$ cat src/rtl/disp_ext_pkg.sv
package disp_ext_pkg;
  localparam int unsigned NUM_REGS = 10;
  localparam int unsigned IDX_MEMSZ = 10;
  localparam int unsigned CAPS_BIT = 1;
  localparam logic [15:0] ID_MIN = 16'hB0C0;
  localparam logic [15:0] ID_MAX = 16'hB0C5;
  localparam logic [15:0] ID_RESET = 16'hB0C5;

  typedef enum int unsigned {
    REG_ID     = 0,
    REG_XRES   = 1,
    REG_YRES   = 2,
    REG_BPP    = 3,
    REG_ENABLE = 4,
    REG_BANK   = 5,
    REG_VIRT_W = 6,
    REG_VIRT_H = 7,
    REG_XOFF   = 8,
    REG_YOFF   = 9
  } dx_reg_e;
endpackage

$ cat src/rtl/disp_ext_regfile.sv
module disp_ext_regfile
  import disp_ext_pkg::*;
#(
  parameter int unsigned DW = 16,
  parameter int unsigned IW = 16,
  parameter int unsigned NREGS = NUM_REGS
) (
  input  logic                    clk_i,
  input  logic                    rst_ni,
  input  logic                    wr_en_i,
  input  logic [IW-1:0]           wr_idx_i,
  input  logic [DW-1:0]           wr_data_i,
  output logic [NREGS-1:0][DW-1:0] regs_o
);
  for (genvar i = 0; i < NREGS; i++) begin : g_reg
    logic hit;
    logic [DW-1:0] q;
    if (i == REG_ID) begin : g_id
      // identifier only takes known values
      assign hit = wr_en_i && (wr_idx_i == IW'(i)) &&
                   (wr_data_i >= DW'(ID_MIN)) && (wr_data_i <= DW'(ID_MAX));
      always_ff @(posedge clk_i or negedge rst_ni) begin
        if (!rst_ni)  q <= DW'(ID_RESET);
        else if (hit) q <= wr_data_i;
      end
    end else begin : g_plain
      assign hit = wr_en_i && (wr_idx_i == IW'(i));
      always_ff @(posedge clk_i or negedge rst_ni) begin
        if (!rst_ni)  q <= '0;
        else if (hit) q <= wr_data_i;
      end
    end
    assign regs_o[i] = q;
  end
endmodule

$ cat src/rtl/disp_ext_rdmux.sv
module disp_ext_rdmux
  import disp_ext_pkg::*;
#(
  parameter int unsigned DW = 16,
  parameter int unsigned IW = 16,
  parameter int unsigned NREGS = NUM_REGS,
  parameter int unsigned CAP_XRES = 1024,
  parameter int unsigned CAP_YRES = 768,
  parameter int unsigned CAP_BPP = 32
) (
  input  logic [IW-1:0]            idx_i,
  input  logic [NREGS-1:0][DW-1:0] regs_i,
  input  logic [DW-1:0]            mem_units_i,
  output logic [DW-1:0]            rd_o
);
  logic caps;
  assign caps = regs_i[REG_ENABLE][CAPS_BIT];

  always_comb begin
    rd_o = '0;
    if (idx_i < IW'(NREGS)) begin
      rd_o = regs_i[idx_i[$clog2(NREGS)-1:0]];
      if (caps) begin
        if (idx_i == IW'(REG_XRES)) rd_o = DW'(CAP_XRES);
        if (idx_i == IW'(REG_YRES)) rd_o = DW'(CAP_YRES);
        if (idx_i == IW'(REG_BPP))  rd_o = DW'(CAP_BPP);
      end
    end else if (idx_i == IW'(IDX_MEMSZ)) begin
      rd_o = mem_units_i;
    end
  end
endmodule

$ cat src/rtl/disp_ext_regport.sv
module disp_ext_regport
  import disp_ext_pkg::*;
#(
  parameter int unsigned VRAM_BYTES = 32'h0100_0000,
  parameter int unsigned CAP_XRES = 1024,
  parameter int unsigned CAP_YRES = 768,
  parameter int unsigned CAP_BPP = 32
) (
  input  logic        clk_i,
  input  logic        rst_ni,
  input  logic        idx_we_i,
  input  logic [15:0] idx_wdata_i,
  input  logic        dat_we_i,
  input  logic [15:0] dat_wdata_i,
  input  logic        dat_re_i,
  output logic [15:0] dat_rdata_o,
  output logic [15:0] id_o,
  output logic [15:0] xres_o,
  output logic [15:0] yres_o,
  output logic [15:0] bpp_o,
  output logic [15:0] enable_o,
  output logic [15:0] bank_o,
  output logic [15:0] virt_w_o,
  output logic [15:0] virt_h_o,
  output logic [15:0] xoff_o,
  output logic [15:0] yoff_o,
  output logic [15:0] bank_mask_o
);
  localparam int unsigned DW = 16;
  localparam int unsigned IW = 16;
  localparam int unsigned MEM_UNITS = VRAM_BYTES >> 16;
  localparam logic [DW-1:0] MEM_UNITS_W = DW'(MEM_UNITS);
  localparam logic [DW-1:0] BANK_MASK = DW'(MEM_UNITS - 1);

  logic [IW-1:0] idx_q;
  logic [DW-1:0] rdata_q;
  logic [DW-1:0] rd_val;
  logic [NUM_REGS-1:0][DW-1:0] regs;

  always_ff @(posedge clk_i or negedge rst_ni) begin
    if (!rst_ni)       idx_q <= '0;
    else if (idx_we_i) idx_q <= idx_wdata_i;
  end

  disp_ext_regfile #(.DW(DW), .IW(IW), .NREGS(NUM_REGS)) u_regs (
    .clk_i    (clk_i),
    .rst_ni   (rst_ni),
    .wr_en_i  (dat_we_i),
    .wr_idx_i (idx_q),
    .wr_data_i(dat_wdata_i),
    .regs_o   (regs)
  );

  disp_ext_rdmux #(
    .DW(DW), .IW(IW), .NREGS(NUM_REGS),
    .CAP_XRES(CAP_XRES), .CAP_YRES(CAP_YRES), .CAP_BPP(CAP_BPP)
  ) u_rdmux (
    .idx_i      (idx_q),
    .regs_i     (regs),
    .mem_units_i(MEM_UNITS_W),
    .rd_o       (rd_val)
  );

  always_ff @(posedge clk_i or negedge rst_ni) begin
    if (!rst_ni)       rdata_q <= '0;
    else if (dat_re_i) rdata_q <= rd_val;
  end

  assign dat_rdata_o = rdata_q;
  assign id_o        = regs[REG_ID];
  assign xres_o      = regs[REG_XRES];
  assign yres_o      = regs[REG_YRES];
  assign bpp_o       = regs[REG_BPP];
  assign enable_o    = regs[REG_ENABLE];
  assign bank_o      = regs[REG_BANK];
  assign virt_w_o    = regs[REG_VIRT_W];
  assign virt_h_o    = regs[REG_VIRT_H];
  assign xoff_o      = regs[REG_XOFF];
  assign yoff_o      = regs[REG_YOFF];
  assign bank_mask_o = BANK_MASK;
endmodule

$ cat config.mk
export PLATFORM = sky130hd
export DESIGN_NAME = disp_ext_regport
export DESIGN_NICKNAME = d
export VERILOG_FILES = /design/src/rtl/disp_ext_pkg.sv /design/src/rtl/disp_ext_regfile.sv /design/src/rtl/disp_ext_rdmux.sv /design/src/rtl/disp_ext_regport.sv
export SDC_FILE = /design/constraint.sdc
export NUM_CORES = 1
export LEC_CHECK = 0
export BUFFER_PORTS_ARGS = -buffer_cell sky130_fd_sc_hd__buf_2
export CAP_MARGIN = 0
export CORE_UTILIZATION = 50
export CTS_BUF_LIST = sky130_fd_sc_hd__clkbuf_2
export DETAILED_ROUTE_END_ITERATION = 16
export PLACE_DENSITY = 0.78
export SLEW_MARGIN = 10
export SYNTH_ARGS = -nofsm -noshare
export SYNTH_HDL_FRONTEND = slang
export SYNTH_SLANG_ARGS = --single-unit
$ cat constraint.sdc
create_clock -name clk_i -period 2.7 [get_ports clk_i]
set_input_delay 0.135 -clock clk_i [delete_from_list [all_inputs] [get_ports clk_i]]
set_output_delay 0.135 -clock clk_i [all_outputs]
set_load 0.01 [all_outputs]
==> results of run 1 <==
==> final cells by class <==
| type | count | area, um2 | share of cell area (%) |
|---|---|---|---|
| clock buffer | 18 | 90.1 | 0.802 |
| timing repair buffer | 306 | 1970 | 17.5 |
| antenna | 1 | 2.50 | 0.0223 |
| sequential | 192 | 4820 | 42.9 |
| inverter | 3 | 11.3 | 0.100 |
| clock inverter | 14 | 208 | 1.85 |
| tap | 225 | 282 | 2.51 |
| multi-input combinational | 361 | 3850 | 34.3 |
==> cells by family (layout without fill, tap and decap cells) <==
family | Yosys count | after routing | share of synthesized area, %
muxes | 226 | 226 | 32.9
AOI/OAI and AO/OA | 48 | 48 | 3.72
other | 2 | 17 | 0.0839
DFF | 192 | 192 | 53.8
and+or+nand+nor | 71 | 71 | 5.23
buffers and inverters | 71 | 341 | 4.22
==> sequential cells by signal, indices dropped and copies added, names as in the netlist <==
name / flops
idx_q: 16
u_regs.g.q: 160
dat_rdata_o: 16
==> critical path, cell delays in order (launching register included) <==
cell	delay (ns)
dfrtp_1	0.44
or4_4	0.56
or3_1	0.41
or4_1	0.53
buf_4	0.24
mux2_4	0.32
==> synthesized netlist by cell type, drive strengths merged (4+ instances only) <==
| cell | n |
|---|---|
| a21oi | 4 |
| a32oi | 11 |
| buf | 46 |
| clkbuf | 22 |
| dfrtp | 185 |
| dfstp | 7 |
| mux2 | 177 |
| mux2i | 21 |
| mux4 | 28 |
| nand2 | 7 |
| nand4 | 4 |
| nor2 | 8 |
| nor2b | 12 |
| nor3 | 6 |
| o21ai | 14 |
| o22ai | 4 |
| or2 | 7 |
| or4 | 5 |
==> layer usage <==
| layer | part of all wire [%] | vias up | wire (um) | global-route usage (%) |
|---|---|---|---|---|
| li1 | - | 2773 | - | - |
| met3 | 7.7 | 62 | 1970 | 6.47 |
| met2 | 47 | 330 | 12100 | 43.9 |
| met5 | 0 | - | 0 | 0 |
| met1 | 41 | 3445 | 10600 | 39.8 |
| met4 | 3.5 | 0 | 901 | 13.7 |
==> power groups by stage <==
| stage | combinational (mW) | sequential, mW | clock (mW) |
|---|---|---|---|
| floorplan | 0.400 | 3.13 | 0 |
| global placement | 0.674 | 3.13 | 0 |
| detailed placement | 0.687 | 3.13 | 0 |
| CTS | 0.770 | 3.09 | 1.70 |
| global route | 0.832 | 3.10 | 1.81 |
| finish | 0.772 | 3.09 | 1.68 |
==> how the worst max path moves through the flow <==
stage	start	endpoint	slack, ns	cells after the start
floorplan	idx_q[13]	u_regs.g_reg[2].q[10]	0.11	7
global placement	idx_q[13]	u_regs.g_reg[2].q[11]	0.21	4
detailed placement	idx_q[13]	u_regs.g_reg[6].q[13]	0.16	5
CTS	idx_q[1]	u_regs.g_reg[0].q[6]	0.1	6
global route	idx_q[1]	u_regs.g_reg[0].q[6]	0.03	6
finish	idx_q[13]	u_regs.g_reg[6].q[10]	0.15	5
==> what timing repair did <==
action / in CTS / in global routing
hold buffers: 56 / 0
setup endpoints to repair: 0 / 10
hold endpoints to repair: 367 / 0
==> metrics.yaml, run 1 <==
outcome: "finished, final reports clean"
ctsResizeCount: 0
rows: 48
min_period_ns: 2.55
yosys_warnings: 0
slew_headroom_pct: 63.3
synth-async-reset-ratio_pct: 100
tritoncts: "yes"
finalPower_mw: 5.54
setup_tns_ns: 0
final_hold_viol_count: 0
synth_edf_count: 0
vias: 6610
hold_class: "in -> reg"
routedWlPerCell_um: 22.8
yosysTopAreaCell: "dfrtp_1"
grt-ovfl-total: 0
clkSinkCount: 192
utilization_pct: 64.7
rsz0062_at_grt: "false"
max_freq_mhz: 392
syn-cell-area_um2: 8950
maxCapViolations: 0
firstDrtPassIters: 5
route.detailed.drc: 0
critPathMaxFanout: 9
path_clk_slew_ns: 0.27
ys.flop_type: "dfrtp_1"
core_um2: 17400
dp_slack_ns: 0.157
vias_per_cell: 5.90
synthTopCellsByArea: "dfrtp_1 52%, mux2_2 19%, mux4_2 7.0%, mux2_4 5.0%, mux2i_1 2.3%"
seq_power_share_pct: 55.7
hp-start: "dat_re_i"
grt_pass1_vias: 6626
hold_ws_ns: 0.170
final_cell_mix: "211 x buf_2, 183 x dfrtp_1, 147 x mux2_2"
p_int_mw: 4.00
die_h_um: 136
critPathCaptureType: "flop"
design_area_um2: 11200
hold-path-endpoint: "dat_rdata_o[10]"
peakVddDrop_mv: 0.278
ys_seq_elements: 192
cts_root_buf: "clkbuf_2"
syn_inst: 610
reg2reg_to: "u_regs.g_reg[6].q[10]"
drt_iter0_drc: 493
p_leak_nw: 5.78
synth_top_area_share_pct: 51.7
post_cts_buffers: 0
cp.required_ns: 3.43
antenna_left: 0
nFillCells: 1280
post-dp-hpwl_mm: 17.5
period_share_pct: 94.5
area_growth_pct: 25.6
final_common_cell: "buf_2"
io_pins: 229
cts_buffers: 17
crit_arrival_ns: 3.28
routed_wl_mm: 25.5
dp.cells: 1031
setup_slack_ns: 0.148
die_x_um: 136
swShare_pct: 27.8
gp_congestion: 0.870
setup_viol: 0
place_area_um2: 10400
ys_seq_area_share_pct: 53.8
final_nets: 918
rrSetupSlack_ns: 0.15
worstSetupPathType: "reg -> reg"
netlist-cell-type-count: 51
clock_latency_ns: 0.83
p_clk_share_pct: 30.3
switching_power_mw: 1.54
fin_cells: 1120
grt_max_degree: 69
fin_skew_ns: 0.0479
portBuffers: 212
start_kind: "flop"
hold_depth: 4
grt_pass1_wl_mm: 38.7
synth_area_per_cell_um2: 14.7
htreeDepth: 4
antenna_found_initial: 1
design.die.area_um2: 18400
r2r-start: "idx_q[13]"
slew_violations: 0
power_density_nw_per_um2: 493
start_util_pct: 51.5
p_comb_share_pct: 13.9
drive_gt1_share_pct: 57.7
clk_path_buf_depth: 2
worst_slew_pin_slew_ns: 0.549
r2r_cells: 5
grtUsageTotal_pct: 29.0
Power figures use the tool's default switching activity.
==> inputs of run 2 (changes only) <==
--- a/config.mk
+++ b/config.mk
@@ -7,10 +7,11 @@
 export LEC_CHECK = 0
 export BUFFER_PORTS_ARGS = -buffer_cell sky130_fd_sc_hd__buf_2
 export CAP_MARGIN = 0
-export CORE_UTILIZATION = 50
+export CORE_UTILIZATION = 45
 export CTS_BUF_LIST = sky130_fd_sc_hd__clkbuf_2
 export DETAILED_ROUTE_END_ITERATION = 16
-export PLACE_DENSITY = 0.78
+export PLACE_DENSITY = 0.71
+export RECOVER_POWER = 50
 export SLEW_MARGIN = 10
 export SYNTH_ARGS = -nofsm -noshare
 export SYNTH_HDL_FRONTEND = slang
==> run 2 against run 1 <==
  * Sequential share of layout area grew 0.55 points
  * Cell count grew 3.2%
  * Combinational power fell by 1%
  * First-iteration DRC count is 14% lower
  * Routed wire length is 0.60% lower
  * Register-to-register slack worse by 0.02 ns
  * Design area is 1.3% lower
  * Worst hold slack improved by 0.048 ns
  * Critical path type unchanged
  * Critical endpoint is now u_regs.g_reg[2].q[6]
  * Largest cell class unchanged
  * Largest power group unchanged
  * Highest routed layer unchanged
==> metrics.yaml, run 2 (synthesis results as in run 1) <==
outcome: "finished, final reports clean"
hold_class: "in -> reg"
core_um2: 19500
start_util_pct: 46.0
peakVddDrop_mv: 0.213
final_hold_viol_count: 0
setup_viol: 0
tritoncts: "yes"
grtUsageTotal_pct: 25.8
cts_root_buf: "clkbuf_2"
routedWlPerCell_um: 21.9
grt_pass1_wl_mm: 38.4
place_area_um2: 10400
p_leak_nw: 5.44
cts_buffers: 17
largest_register_ffs: 160
crit_arrival_ns: 3.29
maxCapViolations: 0
route.detailed.drc: 0
slew_violations: 0
min_period_ns: 2.57
routed_wl_mm: 25.4
slew_headroom_pct: 1.85
portBuffers: 212
die_h_um: 143
antenna_found_initial: 1
gp_congestion: 0.822
clock_latency_ns: 0.82
design.die.area_um2: 20400
worstSetupPathType: "reg -> reg"
vias: 6376
grt_pass1_vias: 6297
antenna_left: 0
regMostFlops: "u_regs.g.q"
firstDrtPassIters: 5
drt_iter0_drc: 426
post_cts_buffers: 0
grt_max_degree: 60
clkSinkCount: 192
final_cell_mix: "184 x dfrtp_1, 147 x mux2_2, 138 x buf_2"
hp-start: "dat_re_i"
path_clk_slew_ns: 0.27
final_nets: 914
design_area_um2: 11100
nFillCells: 1673
io_pins: 229
die_x_um: 143
start_kind: "flop"
power_density_nw_per_um2: 486
startpoint: "idx_q[13]"
area_growth_pct: 23.9
cp.required_ns: 3.42
hold_ws_ns: 0.218
rsz0062_at_grt: "false"
vias_per_cell: 5.52
rows: 51
max_freq_mhz: 389
post-dp-hpwl_mm: 17.6
clk_path_buf_depth: 2
setup_tns_ns: 0
drive_gt1_share_pct: 49.0
period_share_pct: 95.3
critPathMaxFanout: 16
critPathCaptureType: "flop"
r2r-start: "idx_q[13]"
hold_depth: 4
final_common_cell: "dfrtp_1"
fin_skew_ns: 0.0405
r2r_cells: 4
grt-ovfl-total: 0
worst_slew_pin_slew_ns: 1.47
ctsResizeCount: 0
htreeDepth: 4
[run 2: layout make-up]
| type | count | area, um2 | share of cell area, % |
|---|---|---|---|
| clock inverter | 15 | 173 | 1.56 |
| clock buffer | 17 | 85.1 | 0.767 |
| inverter | 3 | 11.3 | 0.102 |
| sequential | 192 | 4810 | 43.4 |
| timing repair buffer | 302 | 1800 | 16.3 |
| multi-input combinational | 361 | 3870 | 34.9 |
| tap | 265 | 332 | 2.99 |
| antenna | 1 | 2.50 | 0.0226 |
[run 2: layer usage]
layer | global-route usage [%] | share of wire [%] | vias up
met4 | 9.05 | 2.3 | 0
met5 | 0 | 0 | -
met3 | 3.82 | 5.0 | 33
met2 | 42.3 | 50 | 249
li1 | - | - | 2768
met1 | 35.0 | 43 | 3326
[run 2: final timing paths]
path                                         end  slack (ns)
setup / recovery            u_regs.g_reg[2].q[6]        0.13
hold / removal                   dat_rdata_o[10]        0.22
setup reg to reg            u_regs.g_reg[2].q[6]        0.13
hold reg to reg                   dat_rdata_o[1]        0.54
max in group asynchronous               idx_q[1]        0.65
min in group asynchronous  u_regs.g_reg[0].q[13]        0.54
[run 2: worst max-delay path, stage by stage, from the launching register on]
cell	delay (ns)
dfrtp_1	0.44
or4_4	0.58
or3_1	0.42
or4b_4	0.70
mux2_4	0.35
[run 2: timing repair]
action / in CTS / in global routing
hold buffers: 55 / 0
hold endpoints to repair: 373 / 0
endpoints found under the setup margin: 0 / 0
[run 2: stage by stage]
step / cells / worst slack, ns / utilization (%) / power, mW
after floorplan: 624 / 0.106 / - / 3.53
after global placement: 1068 / 0.196 / 53.6 / 3.82
after detailed placement: 1068 / 0.156 / 53.6 / 3.83
after CTS: 1155 / 0.126 / 57.8 / 5.44
after global routing: 1156 / 0.0467 / 57.0 / 5.60
final: 1156 / 0.128 / 57.0 / 5.38
[run 2: power by group]
part / internal [mW] / total, mW / switching [mW]
Combinational: 0.371 / 0.764 / 0.392
Sequential: 2.98 / 3.08 / 0.0967
Clock: 0.461 / 1.54 / 1.08
